File: config.mk
export PLATFORM = sky130hd
export DESIGN_NAME = frame_token_guard
export DESIGN_NICKNAME = d
export VERILOG_FILES = /design/src/rtl/ftg_pkg.sv /design/src/rtl/ftg_frame_pos.sv /design/src/rtl/ftg_estimator.sv /design/src/rtl/ftg_decider.sv /design/src/rtl/frame_token_guard.sv
export SDC_FILE = /design/constraint.sdc
export NUM_CORES = 1
export LEC_CHECK = 0
export ABC_CLOCK_PERIOD_IN_PS = 4200
export BUFFER_PORTS_ARGS = -buffer_cell sky130_fd_sc_hd__buf_4
export CAP_MARGIN = 5
export CORE_MARGIN = 2
export CORE_UTILIZATION = 45
export DETAILED_ROUTE_END_ITERATION = 12
export HOLD_SLACK_MARGIN = 0.05
export PLACE_DENSITY = 0.7
export REMOVE_ABC_BUFFERS = 1
export SLEW_MARGIN = 5
export SYNTH_ARGS = -nofsm -noshare
export SYNTH_HDL_FRONTEND = slang
export SYNTH_SLANG_ARGS = --single-unit
File: constraint.sdc
create_clock -name clk -period 4.2 [get_ports clk]
set_input_delay 0 -clock clk [delete_from_list [all_inputs] [get_ports clk]]
set_output_delay 0 -clock clk [all_outputs]
set_load 0.05 [all_outputs]
File: src/rtl/ftg_pkg.sv
package ftg_pkg;
  typedef enum logic [1:0] {
    ST_NONE    = 2'b00,
    ST_ISSUED  = 2'b01,
    ST_TIMEOUT = 2'b10
  } tok_stat_e;
endpackage

File: src/rtl/ftg_frame_pos.sv
module ftg_frame_pos #(
  parameter int FRAME_TICKS = 12000,
  parameter int POS_W       = 14
) (
  input  logic             clk,
  input  logic             rst_n,
  input  logic             sof,
  input  logic             tick,
  output logic [POS_W-1:0] pos
);
  localparam logic [POS_W-1:0] POS_MAX = POS_W'(FRAME_TICKS - 1);

  logic [POS_W-1:0] pos_d;
  logic             pos_en;

  always_comb begin
    pos_en = sof | (tick & (pos != POS_MAX));
    pos_d  = sof ? '0 : pos + POS_W'(1);
  end

  always_ff @(posedge clk or negedge rst_n) begin
    if (!rst_n) pos <= '0;
    else if (pos_en) pos <= pos_d;
  end
endmodule

File: src/rtl/ftg_estimator.sv
module ftg_estimator #(
  parameter int LEN_W          = 11,
  parameter int OVERHEAD_TICKS = 50,
  parameter int EST_W          = 17
) (
  input  logic [LEN_W-1:0] len,
  output logic [EST_W-1:0] est
);
  // data bits scaled by 7/6 for worst-case stuffing: len*56/6, rounded up
  logic [EST_W-1:0] bits_x7;
  logic [EST_W-1:0] stuffed;

  always_comb begin
    bits_x7 = EST_W'(len) * EST_W'(56);
    stuffed = (bits_x7 + EST_W'(5)) / EST_W'(6);
    est     = stuffed + EST_W'(OVERHEAD_TICKS);
  end
endmodule

File: src/rtl/ftg_decider.sv
module ftg_decider
  import ftg_pkg::*;
#(
  parameter int POS_W = 14,
  parameter int EST_W = 17,
  parameter int LIMIT = 11958
) (
  input  logic             clk,
  input  logic             rst_n,
  input  logic             desc_valid,
  input  logic [POS_W-1:0] pos,
  input  logic [EST_W-1:0] est,
  output logic             stat_valid,
  output tok_stat_e        stat,
  output logic             token_go
);
  localparam int SUM_W = ((POS_W > EST_W) ? POS_W : EST_W) + 1;

  logic [SUM_W-1:0] end_time;
  logic             fits;
  logic             valid_d;
  tok_stat_e        stat_d;
  logic             go_d;

  always_comb begin
    end_time = SUM_W'(pos) + SUM_W'(est);
    fits     = end_time <= SUM_W'(LIMIT);
    valid_d  = desc_valid;
    stat_d   = ST_NONE;
    go_d     = 1'b0;
    if (desc_valid) begin
      stat_d = fits ? ST_ISSUED : ST_TIMEOUT;
      go_d   = fits;
    end
  end

  always_ff @(posedge clk or negedge rst_n) begin
    if (!rst_n) begin
      stat_valid <= 1'b0;
      stat       <= ST_NONE;
      token_go   <= 1'b0;
    end else begin
      stat_valid <= valid_d;
      stat       <= stat_d;
      token_go   <= go_d;
    end
  end
endmodule

File: src/rtl/frame_token_guard.sv
module frame_token_guard
  import ftg_pkg::*;
#(
  parameter int FRAME_TICKS    = 12000,
  parameter int GUARD_TICKS    = 42,
  parameter int OVERHEAD_TICKS = 50,
  parameter int LEN_W          = 11,
  parameter int POS_W          = $clog2(FRAME_TICKS)
) (
  input  logic             clk,
  input  logic             rst_n,
  input  logic             sof,
  input  logic             tick,
  input  logic             desc_valid,
  input  logic [LEN_W-1:0] desc_len,
  output logic             stat_valid,
  output logic [1:0]       stat_code,
  output logic             token_go,
  output logic [POS_W-1:0] frame_pos
);
  localparam int EST_W = LEN_W + 6;
  localparam int LIMIT = FRAME_TICKS - GUARD_TICKS;

  logic [EST_W-1:0] est;
  tok_stat_e        stat;

  ftg_frame_pos #(.FRAME_TICKS(FRAME_TICKS), .POS_W(POS_W)) u_pos (
    .clk(clk), .rst_n(rst_n), .sof(sof), .tick(tick), .pos(frame_pos)
  );

  ftg_estimator #(.LEN_W(LEN_W), .OVERHEAD_TICKS(OVERHEAD_TICKS), .EST_W(EST_W)) u_est (
    .len(desc_len), .est(est)
  );

  ftg_decider #(.POS_W(POS_W), .EST_W(EST_W), .LIMIT(LIMIT)) u_dec (
    .clk(clk), .rst_n(rst_n), .desc_valid(desc_valid), .pos(frame_pos), .est(est),
    .stat_valid(stat_valid), .stat(stat), .token_go(token_go)
  );

  assign stat_code = stat;
endmodule

==> impl_results.md, run 1 <==
* Vias at around 5.6k
* Chip width at slightly above 100 microns
* Combinational family with the most area after synthesis: compound AO/OA/AOI/OAI gates
* VDD IR-drop max at about 0.73 mV
* Worst r2r path cells at 21
* CTS tree: done
* Hold WC Path Type: input port to async pin
* Library cells used by synthesis at slightly below 90
* Post-synthesis mux area share at 0.0184
* Worst-Skew Late Latency at about 260 ps
* P_int at around 3.6 mW
* Crit path largest cell delay at 440 ps
* Placer Congestion at 0.947
* Util after Layout at 0.748
* Clk root buf: clkbuf_8
* DRT iter0 DRCs at 380
* R2R Setup Slk at roughly 560 ps
* Slew @ Worst Pin at slightly above 800 ps
* Crit. End Element: flop
* Worst setup path start: desc_len[2]
* Yosys reg bits at 17
* Most numerous cell in the Yosys netlist: nor2_1
* Final setup violation count at 2
* Max-cap violations at 0
* Wire length per cell at 16.6 microns
* Global-route wire length before repair at roughly 25000 microns
* Largest net degree at the start of global routing at 18
* Post-Synth Simple-Gate Area at 0.249
* Commonest cells post-synth: nor2_1, nand2_1, a21oi_1
* Yosys top cell area share at 0.101
* I/O pin count at 34
* F_max at 0.111 GHz
* Initial antenna violation count at 0
* CP Data Arrival Time at about 9100 ps
* Vias in the first global route at around 5.4k
* Failing checks: negative setup slack
* Synth warnings at 0
* Drt pass-1 iters at 5
* Hpwl dp at ~12000 microns
* Worst Path Required at ~4400 ps
* Multi-input logic area at roughly 4200 sq um
* Slew Viols, Final at 0
* Compound-Gate Fraction of Synth Area at 0.335
* Combinational power share at 0.957
* Share of layout cells above drive strength 1 at 0.446
* Post-Route WL at between 15000 and 20000 microns
* Clock buffer depth at 2
* N_diodes at 0
* Row cnt at 35
* Crit path capture: u_dec.stat[1]
* Tcrit/Tclk final at 2.14
* Reg clk slew, reported paths at 80 ps
* Final WS setup at -4790 ps
* Adder-cell area share of the yosys netlist at 0.156
* Pwr Density at ~1000 nW/um^2
* Seq pwr share at 0.025
* Worst r2r src: u_pos.pos[0]
* Yosys top cell by area: ha_1
* Final Net Count at approximately 900
* Dominant cells by area after synthesis: ha_1, dfrtp_1, fa_1
* Crit-path max FO at 5
* Num CTS Buffers at 3
* Post-synth EDFFs at 0
* Pleak at 3.24 nW
* Post-Synthesis Cell Area at ~4400 sq um
* Fin Setup TNS at -9480 ps
* Net load switching power at approximately 3.5 mW
* Die Ht at between 100 and 150 microns
* Port Buf Inserts at 33
* Hold Fails Final Rpt at 0
* Post-route ant nets at 0
* Sequential cell area at about 430 sq um
* DR vias/cell at about 5.8
* CP max stage cell: fa_1
* Switching Share at 0.488
* FFs w/ async S/R, synth at 1.00
* Clock sink count at 17
* Post-Synthesis Cells at a little under 600
* Fillers at about 700
* Sequential fraction of the synthesis area at 0.0977
* Top_reg_cell synth: dfrtp_1
* Tmin final at 8990 ps
* RSZ-0062 raised after global routing: yes
* Core Area at 9330 sq um
* H-tree depth at 1
* Kind of start point of the critical path: input port
* Xor and xnor fraction of the mapped netlist area at 0.0842
* R2R Path End: u_dec.stat[1]
* Die Area at 10500 sq um
* Gr ovfl total at 0
* Tot Pwr at slightly above 7 mW
* Area growth, synth to finish at 60.3%
* Mean Syn Cell Area at between 7 and 8 sq um
* Kind of critical path: input port to flop
* Starting Density at 0.467
* Max transition margin at 0.439
* GR Util All Layers at 0.290
* DRC at 0
* Clock power frac at 0.018
* Clock Skew at about 8.6 ps
* Status: complete, but fails checks
[routing by layer]
metal	track usage	vias up	wire [microns]
met4	0.0564	0	392
met1	0.367	2699	6720
met2	0.541	188	8130
met3	0.0226	42	787
li1	-	2706	-
met5	0	-	0
[registers in the layout, indices dropped and copies added (netlist names)]
signal	flops
u_dec.stat	1
u_dec.stat_valid	1
u_dec.token_go	1
u_pos.pos	14
[worst min-delay path by stage]
stage | from | to | slack (ps) | depth (start not counted)
after floorplan | rst_n | u_dec.stat[1] | -300 | 0
after global placement | rst_n | u_pos.pos[11] | -130 | 1
after detailed placement | rst_n | u_pos.pos[13] | -120 | 1
after CTS | tick | u_pos.pos[1] | 130 | 4
after global routing | rst_n | u_pos.pos[9] | 190 | 2
final | rst_n | u_pos.pos[6] | 150 | 2
[layout by cell type (no fill, tap or decap), types with 4 or more instances in the layout]
| cell | n |
|---|---|
| nor2_2 | 4 |
| xnor2_1 | 13 |
| inv_2 | 5 |
| a21o_1 | 10 |
| or3_1 | 9 |
| a211o_1 | 4 |
| buf_4 | 253 |
| o22ai_1 | 4 |
| a21oi_2 | 11 |
| a21oi_1 | 33 |
| xor2_1 | 19 |
| ha_1 | 30 |
| nor2_1 | 59 |
| inv_1 | 26 |
| nor3_2 | 8 |
| a31oi_1 | 6 |
| a211oi_1 | 5 |
| mux2i_1 | 6 |
| o31ai_1 | 4 |
| nand3_1 | 16 |
| nor2_4 | 4 |
| nand2_1 | 56 |
| buf_6 | 9 |
| o21ai_1 | 10 |
| a22oi_1 | 5 |
| o21a_1 | 8 |
| o211ai_1 | 8 |
| nand2b_1 | 4 |
| o21ai_2 | 6 |
| nor3_1 | 7 |
| nand2_2 | 5 |
| fa_1 | 10 |
| nand4_1 | 10 |
| o21ai_0 | 25 |
| dfrtp_1 | 17 |
[worst max-delay path, delay by kind of cell]
kind | cells | cell delay, ps
fa+ha+maj | 7 | 1820
buf+inv | 10 | 1030
mux | 2 | 480
simple gates | 15 | 2020
xor+xnor | 1 | 220
compound gates | 20 | 3540
[cell type report]
| type | instances | area share |
|---|---|---|
| inverter | 32 | 0.0172 |
| clock buffer | 3 | 0.00592 |
| multi-input combinational | 517 | 0.597 |
| clock inverter | 1 | 0.000717 |
| tap | 129 | 0.0231 |
| timing repair buffer | 267 | 0.295 |
| sequential | 17 | 0.0610 |
[power by group through the flow]
stage          combinational [mW]  clock [mW]  sequential, mW
2_1_floorplan                2.77           0           0.219
3_3_place_gp                 4.99           0           0.180
3_5_place_dp                 5.15           0           0.181
4_1_cts                      5.85       0.131           0.178
5_1_grt                      7.21       0.138           0.179
6_report                     6.79       0.130           0.178
[timing repair]
| item | 4_1_cts | 5_1_grt |
|---|---|---|
| buffers inserted | 23 | 16 |
| pin swaps | 61 | 61 |
| endpoints found under the setup margin | 2 | 2 |
| hold buffers | 3 | 0 |
| gates resized for setup | 71 | 58 |
| endpoints found under the hold margin | 34 | 0 |
[cells by family (layout without fill, tap and decap cells)]
group / after synthesis / count (layout)
AO/OA/AOI/OAI: 201 / 201
XOR/XNOR: 38 / 38
adder cells (fa/ha/maj): 47 / 47
buffers and inverters: 59 / 303
flip-flops: 17 / 17
multiplexers: 8 / 8
AND/OR/NAND/NOR: 223 / 223
[stage by stage]
| stage | instances | worst slack (ps) | hold slack, ps | cell area [sq um] |
|---|---|---|---|---|
| after floorplan | 566 | -5200 | -296 | 4210 |
| after global placement | 920 | -5130 | -127 | 6060 |
| after detailed placement | 920 | -5420 | -120 | 6060 |
| after CTS | 950 | -4430 | 133 | 6600 |
| after global routing | 966 | -5110 | 188 | 6980 |
| final | 966 | -4790 | 149 | 6980 |
No activity file was read; power rests on OpenSTA's default activity.
==> run 2, diff against run 1 <==
--- a/config.mk
+++ b/config.mk
@@ -14,6 +14,7 @@
 export HOLD_SLACK_MARGIN = 0.05
 export PLACE_DENSITY = 0.7
 export REMOVE_ABC_BUFFERS = 1
+export SKIP_CTS_REPAIR_TIMING = 1
 export SLEW_MARGIN = 5
 export SYNTH_ARGS = -nofsm -noshare
 export SYNTH_HDL_FRONTEND = slang
==> run 2 against run 1 <==
The run still ends with negative setup slack left. Combinational power down 10%. Final cell count is 1.9% lower. Cell area is 3.6% lower. Critical endpoint unchanged. Largest cell class unchanged.
==> impl_results.md, run 2 (synthesis results as in run 1) <==
* Commonest non-fill, non-tap cell in the layout: buf_4 (unchanged)
* GR Util All Layers at 0.268 (was 0.290)
* Clk root buf: clkbuf_8 (unchanged)
* Tcrit/Tclk final at 2.17 (was 2.14)
* Failing checks: negative setup slack (unchanged)
* Vias at 5477 (was 5635)
* Pwr Density at 952 nW/um^2 (was 1020 nW/um^2)
* Finished Layout Cells at 948 (was 966)
* Global-route wire length before repair at 23000 microns (was 24700 microns)
* Port Buf Inserts at 33 (unchanged)
* Placed inst area at 6060 sq um (unchanged)
* Crit path largest cell delay at 540 ps (was 440 ps)
* Largest Register: u_pos.pos (unchanged)
* Drt pass-1 iters at 5 (unchanged)
* Pleak at 3.12 nW (was 3.24 nW)
* Post-route ant nets at 0 (unchanged)
* Initial antenna violation count at 0 (unchanged)
* VDD IR-drop max at 0.624 mV (was 0.727 mV)
* Slew Viols, Final at 0 (unchanged)
* Chip width at 102 microns (unchanged)
* Tmin final at 9100 ps (was 8990 ps)
* Hpwl dp at 11600 microns (unchanged)
* Clock buffer depth at 2 (unchanged)
* Num CTS Buffers at 3 (unchanged)
* Slew @ Worst Pin at 792 ps (was 830 ps)
* Util after Layout at 0.721 (was 0.748)
* Post-Route WL at 15200 microns (was 16000 microns)
* Vias in the first global route at 5095 (was 5362)
* Crit-path max FO at 5 (unchanged)
* Area growth, synth to finish at 54.5% (was 60.3%)
* Kind of start point of the critical path: input port (unchanged)
* I/O pin count at 34 (unchanged)
* Crit. End Element: flop (unchanged)
* Die Area at 10500 sq um (unchanged)
* Fin Setup TNS at -9700 ps (was -9480 ps)
* Gr ovfl total at 0 (unchanged)
* Design Area, Final at 6730 sq um (was 6980 sq um)
* Share of layout cells above drive strength 1 at 0.409 (was 0.446)
* Placer Congestion at 0.947 (unchanged)
* Max transition margin at 0.465 (was 0.439)
* Worst path top cell family by delay: compound AO/OA/AOI/OAI gates (unchanged)
* Row cnt at 35 (unchanged)
* RSZ-0062 raised after global routing: yes (unchanged)
* N_diodes at 0 (unchanged)
* Reg clk slew, reported paths at 80 ps (about the same)
* CP bufs+invs at 10 (unchanged)
* Max reg flops at 14 (unchanged)
* F_max at 0.110 GHz (was 0.111 GHz)
* Die Ht at 102 microns (unchanged)
* CTS tree: done (unchanged)
* DRT iter0 DRCs at 358 (was 380)
* Worst-Skew Late Latency at 260 ps (about the same)
* Final Net Count at 883 (was 901)
* Largest net degree at the start of global routing at 18 (unchanged)
* Hold Fails Final Rpt at 0 (unchanged)
* Worst Path Required at 4350 ps (about the same)
* Starting Density at 0.467 (unchanged)
* Final WS setup at -4900 ps (was -4790 ps)
* Kind of critical path: input port to flop (unchanged)
* H-tree depth at 1 (unchanged)
* Wire length per cell at 16.0 microns (was 16.6 microns)
* Hold WC Path Type: input port to flop (was input port to async pin)
* Status: complete, but fails checks (unchanged)
* Clock Skew at 5.99 ps (was 8.59 ps)
* Core Area at 9330 sq um (unchanged)
* DR vias/cell at 5.78 (was 5.83)
* DRC at 0 (unchanged)
* Most frequent cells in the layout: buf_4, nor2_1, nand2_1 (unchanged)
* Max-cap violations at 0 (unchanged)
* Final setup violation count at 2 (unchanged)
* Placed insts at 920 (unchanged)
* CP Data Arrival Time at 9250 ps (was 9130 ps)
* CP max stage cell: fa_1 (unchanged)
* Clock sink count at 17 (unchanged)
==> run 2: cell type report <==
class	count	area, sq um
multi-input cells	517	4060
fillers	764	2600
repair buffers	249	1910
flip-flops and latches	17	425
well taps	129	161
inverters	32	120
clock buffers	3	41.3
clock inverters	1	5.00
==> run 2: worst paths after layout <==
path	start	endpoint	slack [ps]	cells after the start
max	desc_len[1]	u_dec.stat[1]	-4900	53
min	tick	u_pos.pos[1]	140	4
max reg2reg	u_pos.pos[0]	u_dec.stat[1]	570	20
min reg2reg	u_pos.pos[10]	u_pos.pos[10]	630	2
max in group asynchronous	rst_n	u_pos.pos[12]	3850	2
min in group asynchronous	rst_n	u_pos.pos[4]	150	2
==> run 2: through the flow <==
stage,hold WS (ps),setup WS [ps],total power [mW]
4_1_cts,-401,-5220,5.48
3_5_place_dp,-120,-5420,5.33
5_1_grt,166,-5260,6.88
3_3_place_gp,-127,-5130,5.17
2_1_floorplan,-296,-5200,2.99
6_report,143,-4900,6.40
==> run 2: metal layers <==
layer,GRT usage,vias up,routed length [microns]
met1,0.348,2619,6640
met2,0.491,164,7700
met3,0.0219,28,631
li1,-,2666,-
met4,0.0431,0,211
met5,0,-,0
==> run 2: worst min-delay path, cell delays in order <==
cell and delay (ps):
buf_4 80, o41ai_1 130, nand2_1 90, a21oi_1 60
==> run 2: where the power goes <==
part           leakage [nW]  switching, mW  internal (mW)
clock network        0.0255         0.0654         0.0661
logic                  2.86           3.05           3.05
registers             0.232        0.00616          0.171
==> run 3, diff against run 2 <==
--- a/config.mk
+++ b/config.mk
@@ -9,10 +9,10 @@
 export BUFFER_PORTS_ARGS = -buffer_cell sky130_fd_sc_hd__buf_4
 export CAP_MARGIN = 5
 export CORE_MARGIN = 2
-export CORE_UTILIZATION = 45
+export CORE_UTILIZATION = 47
 export DETAILED_ROUTE_END_ITERATION = 12
 export HOLD_SLACK_MARGIN = 0.05
-export PLACE_DENSITY = 0.7
+export PLACE_DENSITY = 0.72
 export REMOVE_ABC_BUFFERS = 1
 export SKIP_CTS_REPAIR_TIMING = 1
 export SLEW_MARGIN = 5
==> run 3 against run 2 <==
The run still ends with negative setup slack left. Largest cell class unchanged. Register-to-register slack better by 20 ps. Highest routed layer unchanged. Sequential power about the same. Count of clock-buffer cells in the layout up 1.
==> impl_results.md, run 3 (synthesis results as in run 1) <==
* Status: complete, but fails checks (unchanged)
* Failing checks: negative setup slack (unchanged)
* Drt pass-1 iters at 6 (was 5)
* Gr ovfl total at 0 (unchanged)
* Most frequent cells in the layout: buf_4, nor2_1, nand2_1 (unchanged)
* Chip width at 100 microns (was 102 microns)
* Hold Fails Final Rpt at 0 (unchanged)
* Worst-Skew Late Latency at 250 ps (was 260 ps)
* Vias in the first global route at 5005 (was 5095)
* Reg clk slew, reported paths at 60 ps (was 80 ps)
* Hold WC Path Type: input port to async pin (was input port to flop)
* Crit-path max FO at 5 (unchanged)
* Vias at 5377 (was 5477)
* DRT iter0 DRCs at 259 (was 358)
* Die Area at 10000 sq um (was 10500 sq um)
* Kind of critical path: input port to flop (unchanged)
* Share of layout cells above drive strength 1 at 0.391 (was 0.409)
* Tcrit/Tclk final at 2.14 (was 2.17)
* Hpwl dp at 11400 microns (was 11600 microns)
* Final WS setup at -4790 ps (was -4900 ps)
* Core Area at 9110 sq um (was 9330 sq um)
* N_diodes at 0 (unchanged)
* Wire length per cell at 15.9 microns (was 16.0 microns)
* Post-route ant nets at 0 (unchanged)
* Clock sink count at 17 (unchanged)
* Die Ht at 100 microns (was 102 microns)
* Kind of start point of the critical path: input port (unchanged)
* Tot Pwr at 6.13 mW (was 6.40 mW)
* F_max at 0.111 GHz (was 0.110 GHz)
* Slew Viols, Final at 0 (unchanged)
* Max-cap violations at 0 (unchanged)
* Port Buf Inserts at 33 (unchanged)
* Clk root buf: clkbuf_8 (unchanged)
* Tmin final at 8990 ps (was 9100 ps)
* CP max stage cell: fa_1 (unchanged)
* Largest Register: u_pos.pos (unchanged)
* Hold Slack at 148 ps (was 143 ps)
* Worst Path Required at 4340 ps (was 4350 ps)
* Final setup violation count at 2 (unchanged)
* CP Data Arrival Time at 9130 ps (was 9250 ps)
* Worst r2r path cells at 20 (unchanged)
* H-tree depth at 1 (unchanged)
* Clock buffer depth at 2 (unchanged)
* Max transition margin at 0.482 (was 0.465)
* Placer Congestion at 0.968 (was 0.947)
* DRC at 0 (unchanged)
* Fillers at 725 (was 764)
* DR vias/cell at 5.86 (was 5.78)
* Slew @ Worst Pin at 768 ps (was 792 ps)
* VDD IR-drop max at 0.557 mV (was 0.624 mV)
* Global-route wire length before repair at 22600 microns (was 23000 microns)
* Commonest non-fill, non-tap cell in the layout: buf_4 (unchanged)
* CTS tree: done (unchanged)
* GR Util All Layers at 0.266 (was 0.268)
* Post-Route WL at 14600 microns (was 15200 microns)
* Starting Density at 0.478 (was 0.467)
* Row cnt at 35 (unchanged)
* Final Net Count at 870 (was 883)
* Area growth, synth to finish at 48.7% (was 54.5%)
* Clock Skew at 2.22 ps (was 5.99 ps)
* RSZ-0062 raised after global routing: yes (unchanged)
* Largest net degree at the start of global routing at 18 (unchanged)
* Initial antenna violation count at 0 (unchanged)
* Pwr Density at 946 nW/um^2 (was 952 nW/um^2)
* Num CTS Buffers at 3 (unchanged)
* Max reg flops at 14 (unchanged)
* Crit. End Element: flop (unchanged)
* I/O pin count at 34 (unchanged)
* Crit path largest cell delay at 480 ps (was 540 ps)
* R2R Setup Slk at 590 ps (was 570 ps)
* Pleak at 3.01 nW (was 3.12 nW)
[run 3: changes by cell type in the layout (fill, tap and decap cells not counted), moves of 2 or more]
cell     before  now
buf_4       238  229
buf_6         7    2
mux2i_2       0    3
o21ai_1       8    5
mux2i_1       7    5
nand3_2       2    0
nor2_4        4    2
nor3_2        7    5
o21ai_0      29   31
o21ai_2       3    5
[run 3: final cells by class]
type	count	area, sq um	share of cell area
flip-flops and latches	17	425	0.0657
clock buffers	4	45.0	0.00696
inverters	32	120	0.0186
repair buffers	236	1810	0.279
well taps	111	139	0.0214
multi-input cells	517	3940	0.608
[run 3: stage by stage]
stage / instances / setup slack (ps) / utilization / TNS, ps / instance area, sq um
finish: 917 / -4790 / 0.711 / -9510 / 6470
floorplan: 566 / -5200 / - / -10270 / 4210
global route: 917 / -5160 / 0.711 / -10300 / 6470
CTS: 899 / -5220 / 0.664 / -10380 / 6050
global placement: 895 / -4990 / 0.659 / -9910 / 6000
detailed placement: 895 / -5420 / 0.659 / -10780 / 6000
[run 3: routing by layer]
metal	routed length, microns	global-route usage
met5	0	0
met4	319	0.0495
met3	529	0.0237
met2	7250	0.474
met1	6490	0.353
[run 3: critical path, delay by kind of cell]
kind / cells / cell delay, ps
compound gates: 21 / 4090
simple gates: 14 / 2210
fa+ha+maj: 7 / 1820
buf+inv: 9 / 800
xor+xnor: 1 / 190
[run 3: power by group]
group	internal [mW]	switching, mW	total (mW)
Clock	0.0673	0.0546	0.122
Sequential	0.172	0.00623	0.178
Combinational	2.86	2.97	5.83
Total	3.10	3.03	6.13
[run 3: path summary, 6_finish.rpt]
path | endpoint | start
min in group clk | u_pos.pos[1] | tick
max in group asynchronous | u_pos.pos[6] | rst_n
min reg2reg | u_pos.pos[12] | u_pos.pos[12]
max | u_dec.stat[1] | desc_len[1]
min | u_dec.stat_valid | rst_n
max reg2reg | u_dec.stat[1] | u_pos.pos[0]
